<file path="config.mk">
export PLATFORM = sky130hd
export DESIGN_NAME = i2c_stop_gen
export DESIGN_NICKNAME = d
export VERILOG_FILES = /design/src/rtl/i2c_stop_pkg.sv /design/src/rtl/i2c_line_sync.sv /design/src/rtl/i2c_stop_accept.sv /design/src/rtl/i2c_trc_flag.sv /design/src/rtl/i2c_stop_seq.sv /design/src/rtl/i2c_stop_gen.sv
export SDC_FILE = /design/constraint.sdc
export NUM_CORES = 1
export LEC_CHECK = 0
export BUFFER_PORTS_ARGS = -buffer_cell sky130_fd_sc_hd__buf_2
export CAP_MARGIN = 20
export CORE_MARGIN = 5
export CORE_UTILIZATION = 50
export CTS_CLUSTER_DIAMETER = 80
export DETAILED_ROUTE_END_ITERATION = 10
export PLACE_DENSITY = 0.82
export SLEW_MARGIN = 5
export SYNTH_ARGS = -nofsm -noshare
export SYNTH_HDL_FRONTEND = slang
export SYNTH_SLANG_ARGS = --single-unit
</file>
<file path="constraint.sdc">
create_clock -name clk -period 4.8 [get_ports clk]
set_input_delay 0.24 -clock clk [delete_from_list [all_inputs] [get_ports clk]]
set_output_delay 0.24 -clock clk [all_outputs]
set_load 0.03 [all_outputs]
</file>
<file path="src/rtl/i2c_stop_pkg.sv">
package i2c_stop_pkg;
    typedef enum logic [2:0] {
        ST_IDLE,
        ST_PEND,
        ST_HOLD,
        ST_SCLREL,
        ST_SETUP,
        ST_SDAREL
    } stop_state_t;
endpackage

</file>
<file path="src/rtl/i2c_line_sync.sv">
module i2c_line_sync #(
    parameter int STAGES = 2
) (
    input  logic clk,
    input  logic rst_n,
    input  logic scl_in,
    input  logic sda_in,
    output logic scl_s,
    output logic sda_s,
    output logic stop_seen
);
    logic [STAGES-1:0] scl_q;
    logic [STAGES-1:0] sda_q;
    logic              sda_d;

    generate
        for (genvar i = 0; i < STAGES; i++) begin : g_stage
            always_ff @(posedge clk or negedge rst_n) begin
                if (!rst_n) begin
                    scl_q[i] <= 1'b1;
                    sda_q[i] <= 1'b1;
                end else begin
                    scl_q[i] <= (i == 0) ? scl_in : scl_q[(i == 0) ? 0 : i-1];
                    sda_q[i] <= (i == 0) ? sda_in : sda_q[(i == 0) ? 0 : i-1];
                end
            end
        end
    endgenerate

    always_ff @(posedge clk or negedge rst_n) begin
        if (!rst_n) sda_d <= 1'b1;
        else        sda_d <= sda_q[STAGES-1];
    end

    assign scl_s     = scl_q[STAGES-1];
    assign sda_s     = sda_q[STAGES-1];
    assign stop_seen = scl_s && sda_s && !sda_d;
endmodule

</file>
<file path="src/rtl/i2c_stop_accept.sv">
module i2c_stop_accept #(
    parameter int BIT_CNT_W = 4
) (
    input  logic                 wr_stop,
    input  logic                 wr_start,
    input  logic                 master_mode,
    input  logic                 ena,
    input  logic                 wait_sel,
    input  logic [BIT_CNT_W-1:0] bit_cnt,
    input  logic                 in_wait,
    input  logic                 ack_phase,
    output logic                 accept,
    output logic                 window_ok
);
    localparam logic [BIT_CNT_W-1:0] CNT_EIGHT = BIT_CNT_W'(8);
    localparam logic [BIT_CNT_W-1:0] CNT_NINE  = BIT_CNT_W'(9);

    logic [BIT_CNT_W-1:0] wait_cnt;

    always_comb begin
        wait_cnt  = wait_sel ? CNT_NINE : CNT_EIGHT;
        accept    = wr_stop && !wr_start && master_mode && ena;
        window_ok = in_wait && !ack_phase && (bit_cnt == wait_cnt);
    end
endmodule

</file>
<file path="src/rtl/i2c_trc_flag.sv">
module i2c_trc_flag #(
    parameter int BIT_CNT_W = 4
) (
    input  logic                 clk,
    input  logic                 rst_n,
    input  logic                 trc_set,
    input  logic                 drop,
    input  logic                 wait_release,
    input  logic                 in_wait,
    input  logic [BIT_CNT_W-1:0] bit_cnt,
    output logic                 trc
);
    localparam logic [BIT_CNT_W-1:0] CNT_NINE = BIT_CNT_W'(9);

    logic ninth_release;
    assign ninth_release = wait_release && in_wait && (bit_cnt == CNT_NINE);

    always_ff @(posedge clk or negedge rst_n) begin
        if (!rst_n)                     trc <= 1'b0;
        else if (drop || ninth_release) trc <= 1'b0;
        else if (trc_set)               trc <= 1'b1;
    end
endmodule

</file>
<file path="src/rtl/i2c_stop_seq.sv">
module i2c_stop_seq
    import i2c_stop_pkg::*;
#(
    parameter int HOLD_CYC  = 4,
    parameter int SETUP_CYC = 5
) (
    input  logic clk,
    input  logic rst_n,
    input  logic accept,
    input  logic window_ok,
    input  logic clear,
    input  logic scl_s,
    output logic scl_pull,
    output logic sda_pull,
    output logic busy
);
    localparam int MAX_CYC = (HOLD_CYC > SETUP_CYC) ? HOLD_CYC : SETUP_CYC;
    localparam int CNT_W   = $clog2(MAX_CYC + 1);
    localparam logic [CNT_W-1:0] HOLD_LAST  = CNT_W'(HOLD_CYC - 1);
    localparam logic [CNT_W-1:0] SETUP_LAST = CNT_W'(SETUP_CYC - 1);

    stop_state_t state, nxt;
    logic [CNT_W-1:0] cnt;

    always_ff @(posedge clk or negedge rst_n) begin
        if (!rst_n) state <= ST_IDLE;
        else        state <= nxt;
    end

    always_ff @(posedge clk or negedge rst_n) begin
        if (!rst_n)                                       cnt <= '0;
        else if (state != nxt)                            cnt <= '0;
        else if (state == ST_HOLD || state == ST_SETUP)   cnt <= cnt + 1'b1;
    end

    always_comb begin
        nxt = state;
        unique case (state)
            ST_IDLE:   if (accept)             nxt = ST_PEND;
            ST_PEND:   if (window_ok)          nxt = ST_HOLD;
            ST_HOLD:   if (cnt == HOLD_LAST)   nxt = ST_SCLREL;
            ST_SCLREL: if (scl_s)              nxt = ST_SETUP;
            ST_SETUP:  if (cnt == SETUP_LAST)  nxt = ST_SDAREL;
            ST_SDAREL:                         nxt = ST_SDAREL;
            default:                           nxt = ST_IDLE;
        endcase
        if (clear) nxt = ST_IDLE;
    end

    always_comb begin
        scl_pull = 1'b0;
        sda_pull = 1'b0;
        busy     = 1'b1;
        unique case (state)
            ST_IDLE:   busy = 1'b0;
            ST_PEND:   ;
            ST_HOLD:   begin scl_pull = 1'b1; sda_pull = 1'b1; end
            ST_SCLREL: sda_pull = 1'b1;
            ST_SETUP:  sda_pull = 1'b1;
            ST_SDAREL: ;
            default:   busy = 1'b0;
        endcase
    end
endmodule

</file>
<file path="src/rtl/i2c_stop_gen.sv">
module i2c_stop_gen #(
    parameter int BIT_CNT_W = 4,
    parameter int HOLD_CYC  = 4,
    parameter int SETUP_CYC = 5,
    parameter int SYNC_STG  = 2
) (
    input  logic                 clk,
    input  logic                 rst_n,
    input  logic                 ena,
    input  logic                 master_mode,
    input  logic                 wait_sel,
    input  logic                 wr_stop,
    input  logic                 wr_start,
    input  logic                 release_cmd,
    input  logic                 arb_lost,
    input  logic                 wait_release,
    input  logic                 trc_set,
    input  logic [BIT_CNT_W-1:0] bit_cnt,
    input  logic                 in_wait,
    input  logic                 ack_phase,
    input  logic                 scl_in,
    input  logic                 sda_in,
    output logic                 scl_pull,
    output logic                 sda_pull,
    output logic                 stop_busy,
    output logic                 stop_det,
    output logic                 trc
);
    logic scl_s, sda_s, accept, window_ok, clear;

    i2c_line_sync #(.STAGES(SYNC_STG)) u_sync (
        .clk(clk), .rst_n(rst_n), .scl_in(scl_in), .sda_in(sda_in),
        .scl_s(scl_s), .sda_s(sda_s), .stop_seen(stop_det)
    );

    i2c_stop_accept #(.BIT_CNT_W(BIT_CNT_W)) u_acc (
        .wr_stop(wr_stop), .wr_start(wr_start), .master_mode(master_mode),
        .ena(ena), .wait_sel(wait_sel), .bit_cnt(bit_cnt), .in_wait(in_wait),
        .ack_phase(ack_phase), .accept(accept), .window_ok(window_ok)
    );

    assign clear = stop_det || arb_lost || release_cmd || !ena;

    i2c_stop_seq #(.HOLD_CYC(HOLD_CYC), .SETUP_CYC(SETUP_CYC)) u_seq (
        .clk(clk), .rst_n(rst_n), .accept(accept), .window_ok(window_ok),
        .clear(clear), .scl_s(scl_s), .scl_pull(scl_pull),
        .sda_pull(sda_pull), .busy(stop_busy)
    );

    i2c_trc_flag #(.BIT_CNT_W(BIT_CNT_W)) u_trc (
        .clk(clk), .rst_n(rst_n), .trc_set(trc_set),
        .drop(release_cmd || !ena), .wait_release(wait_release),
        .in_wait(in_wait), .bit_cnt(bit_cnt), .trc(trc)
    );
endmodule

</file>
==> flow_metrics.env <==
export IMPL_overflow=0
export IMPL_pin_count=24
export IMPL_fp_row_count=13
export IMPL_wirelength_mm=1.54
export IMPL_status="finished clean"
export IMPL_multi_input_area_sq_um=364
export IMPL_cp_max_fo=5
export IMPL_ant_nets=0
export IMPL_powerDensity_nw_per_um2=276
export IMPL_numClockSinks=12
export IMPL_synth_edff_count=0
export IMPL_stdcell_count=109
export IMPL_hpwl_mm=1.20
export IMPL_fmax_mhz=539
export IMPL_hold_ws_ns=0.0626
export IMPL_slew_headroom=0.668
export IMPL_setup_tns_final_ns=0
export IMPL_yosys_top_cells_count="dfrtp_1 (7), nor2_1 (7), a21oi_1 (6), dfstp_2 (5), nor3_1 (4)"
export IMPL_synth_area_leader_cell="dfrtp_1"
export IMPL_ctsHoldBuffers=1
export IMPL_min_delay_path_depth=1
export IMPL_die_area_sq_um=2230
export IMPL_ir_drop_mv=0.202
export IMPL_place_area_sq_um=816
export IMPL_antenna_found_initial=0
export IMPL_cts_tree="built"
export IMPL_path_clk_slew_ns=0.08
export IMPL_fin_crit_ns=1.86
export IMPL_cts_resized=0
export IMPL_hold_path_class="primary input to register"
export IMPL_r2r_start="u_sync.sda_d"
export IMPL_drive_gt1_frac=0.383
export IMPL_ff2ff_setup_slack_ns=2.94
export IMPL_synth_top_area_frac=0.253
export IMPL_vias=623
export IMPL_finalWeightedCongestion=0.788
export IMPL_ys_flop_type="dfrtp_1"
export IMPL_clock_skew_ns=0.00519
export IMPL_netlist_instances=69
export IMPL_core_area_sq_um=1300
export IMPL_report_final_slew_viol_count=0
export IMPL_seq_area_sq_um=307
export IMPL_cts_setup_buffers=0
export IMPL_viasPerCell=5.72
export IMPL_syn_area_sq_um=693
export IMPL_antennaDiodeCount=0
export IMPL_final_nets=117
export IMPL_place_inst=104
export IMPL_cts_buffer_depth=2
export IMPL_r2r_cells=4
export IMPL_dieWidth_microns=47.2
export IMPL_min_delay_start="scl_in"
export IMPL_crit_start="u_sync.sda_d"
export IMPL_power_total_w=0.000238
export IMPL_required_ns=4.94
export IMPL_grtUsageTotal=0.164
export IMPL_drt_iter0_markers=8
export IMPL_synth_async_reset_ratio=1.00
export IMPL_setup_violations_final=0
export IMPL_ys_seq_elements=12
export IMPL_cap_violations=0
export IMPL_root_buffer="clkbuf_4"
export IMPL_p_leak_nw=0.406
export IMPL_ys_types=31
export IMPL_grt_pass1_wl_mm=2.53
export IMPL_timing_rr_end="u_seq.cnt[1]"
export IMPL_grt_pass1_vias=603
export IMPL_portBuffers=23
export IMPL_fin_crit_sh=0.387
export IMPL_synth_nets=91
export IMPL_avgSynthCellArea_sq_um=10.0
export IMPL_endpoint="u_seq.cnt[1]"
export IMPL_max_stage_delay_ns=0.51
export IMPL_htree_levels=1
export IMPL_finalHoldViolCount=0
export IMPL_drt_pass1_iter_count=4
export IMPL_fillers=118
export IMPL_cts_made_buffers=3
export IMPL_cp_end_kind="register"
export IMPL_drc=0
export IMPL_synth_area_leaders="dfrtp_1 (25%), dfstp_2 (19%), ha_1 (5.4%)"
export IMPL_grt_max_degree=15
export IMPL_die_h_microns=47.2
export IMPL_rsz0062_at_grt="no"
export IMPL_yosysSeqAreaShare=0.442
export IMPL_tightest_slew_ns=0.497
export IMPL_path_cells="and3b_4 > or3_4 > o32ai_1 > nor3_1"
export IMPL_post_drt_wl_per_cell_microns=14.1
export IMPL_yosysWarnings=0
export IMPL_critical_path_class="register to register"
export IMPL_critPathLaunchType="register"
export IMPL_insertion_delay_ns=0.27
export IMPL_syn_to_final_growth_pct=24.4
export IMPL_slowest_stage="dfstp_2"
export IMPL_start_util=0.533
export IMPL_fin_area_sq_um=862
export IMPL_crit_arrival_ns=2.00
==> critical path, delay by kind of cell (launching register included) <==
kind            cells  cell delay (ns)
simple gates        3             0.72
flops               1             0.51
compound gates      1             0.50
==> worst min path at each step <==
stage	to
2_1_floorplan	u_seq.cnt[0]
3_3_place_gp	u_seq.cnt[0]
3_5_place_dp	u_seq.cnt[0]
4_1_cts	u_sync.scl_q[0]
5_1_grt	u_sync.scl_q[0]
6_report	u_sync.scl_q[0]
==> power by group <==
part / switching [W] / internal, W / leakage (nW)
registers: 0.00000663 / 0.000112 / 0.144
logic: 0.0000191 / 0.0000200 / 0.241
clock network: 0.0000342 / 0.0000461 / 0.0210
==> flip-flops by register name, indices dropped and copies added, names as in the netlist <==
register	flops
u_seq.state	3
u_sync.sda_q	1
u_sync.scl_s	1
u_seq.cnt	3
u_sync.scl_q	1
u_sync.sda_s	1
u_trc.trc	1
u_sync.sda_d	1
==> per-layer routing <==
layer | part of all wire | GRT usage
met3 | 0.097 | 0.0421
met1 | 0.41 | 0.197
met5 | 0 | 0
met2 | 0.46 | 0.278
met4 | 0.027 | 0.0663
==> metrics by stage <==
stage / setup slack (ns) / util
2_1_floorplan: 2.98 / -
3_3_place_gp: 3.00 / 0.627
3_5_place_dp: 2.93 / 0.627
4_1_cts: 2.93 / 0.663
5_1_grt: 2.81 / 0.663
6_report: 2.94 / 0.663
==> layout by cell type, fill, tap and decap left out, drive strengths merged <==
master | Yosys | layout
or2 | 1 | 1
nor3 | 4 | 4
clkbuf | 3 | 4
nor4 | 2 | 2
o22a | 1 | 1
nand2b | 3 | 3
o32ai | 1 | 1
ha | 3 | 3
or3 | 1 | 1
and4b | 2 | 2
nand2 | 2 | 2
o21ai | 2 | 2
a2111oi | 1 | 1
dfstp | 5 | 5
o31a | 1 | 1
and3b | 2 | 2
nand4bb | 1 | 1
inv | 3 | 3
xnor2 | 1 | 1
buf | 0 | 23
dlygate4sd3 | 0 | 1
nor2 | 7 | 7
o21a | 2 | 2
nor4b | 1 | 1
dfrtp | 7 | 7
a21oi | 6 | 6
a211oi | 2 | 2
xor2 | 1 | 1
o41ai | 1 | 1
mux2i | 1 | 1
or2b | 1 | 1
a21o | 1 | 1
==> area by class of cell <==
| cell class | instances | share of cell area |
|---|---|---|
| sequential | 12 | 0.356 |
| multi-input combinational | 51 | 0.422 |
| timing repair buffer | 24 | 0.145 |
| inverter | 3 | 0.0131 |
| tap | 15 | 0.0218 |
| clock buffer | 4 | 0.0421 |
==> kinds of logic (layout without fill, tap and decap cells) <==
logic type / count (synthesis) / after routing / synth area share
flip-flops: 12 / 12 / 0.442
XOR/XNOR: 2 / 2 / 0.0253
multiplexers: 1 / 1 / 0.0144
adder cells (fa/ha/maj): 3 / 3 / 0.0542
buffers and inverters: 6 / 31 / 0.0325
AND/OR/NAND/NOR: 27 / 27 / 0.247
AO/OA/AOI/OAI: 18 / 18 / 0.184
Note: power is estimated with default switching activity, not from simulation.
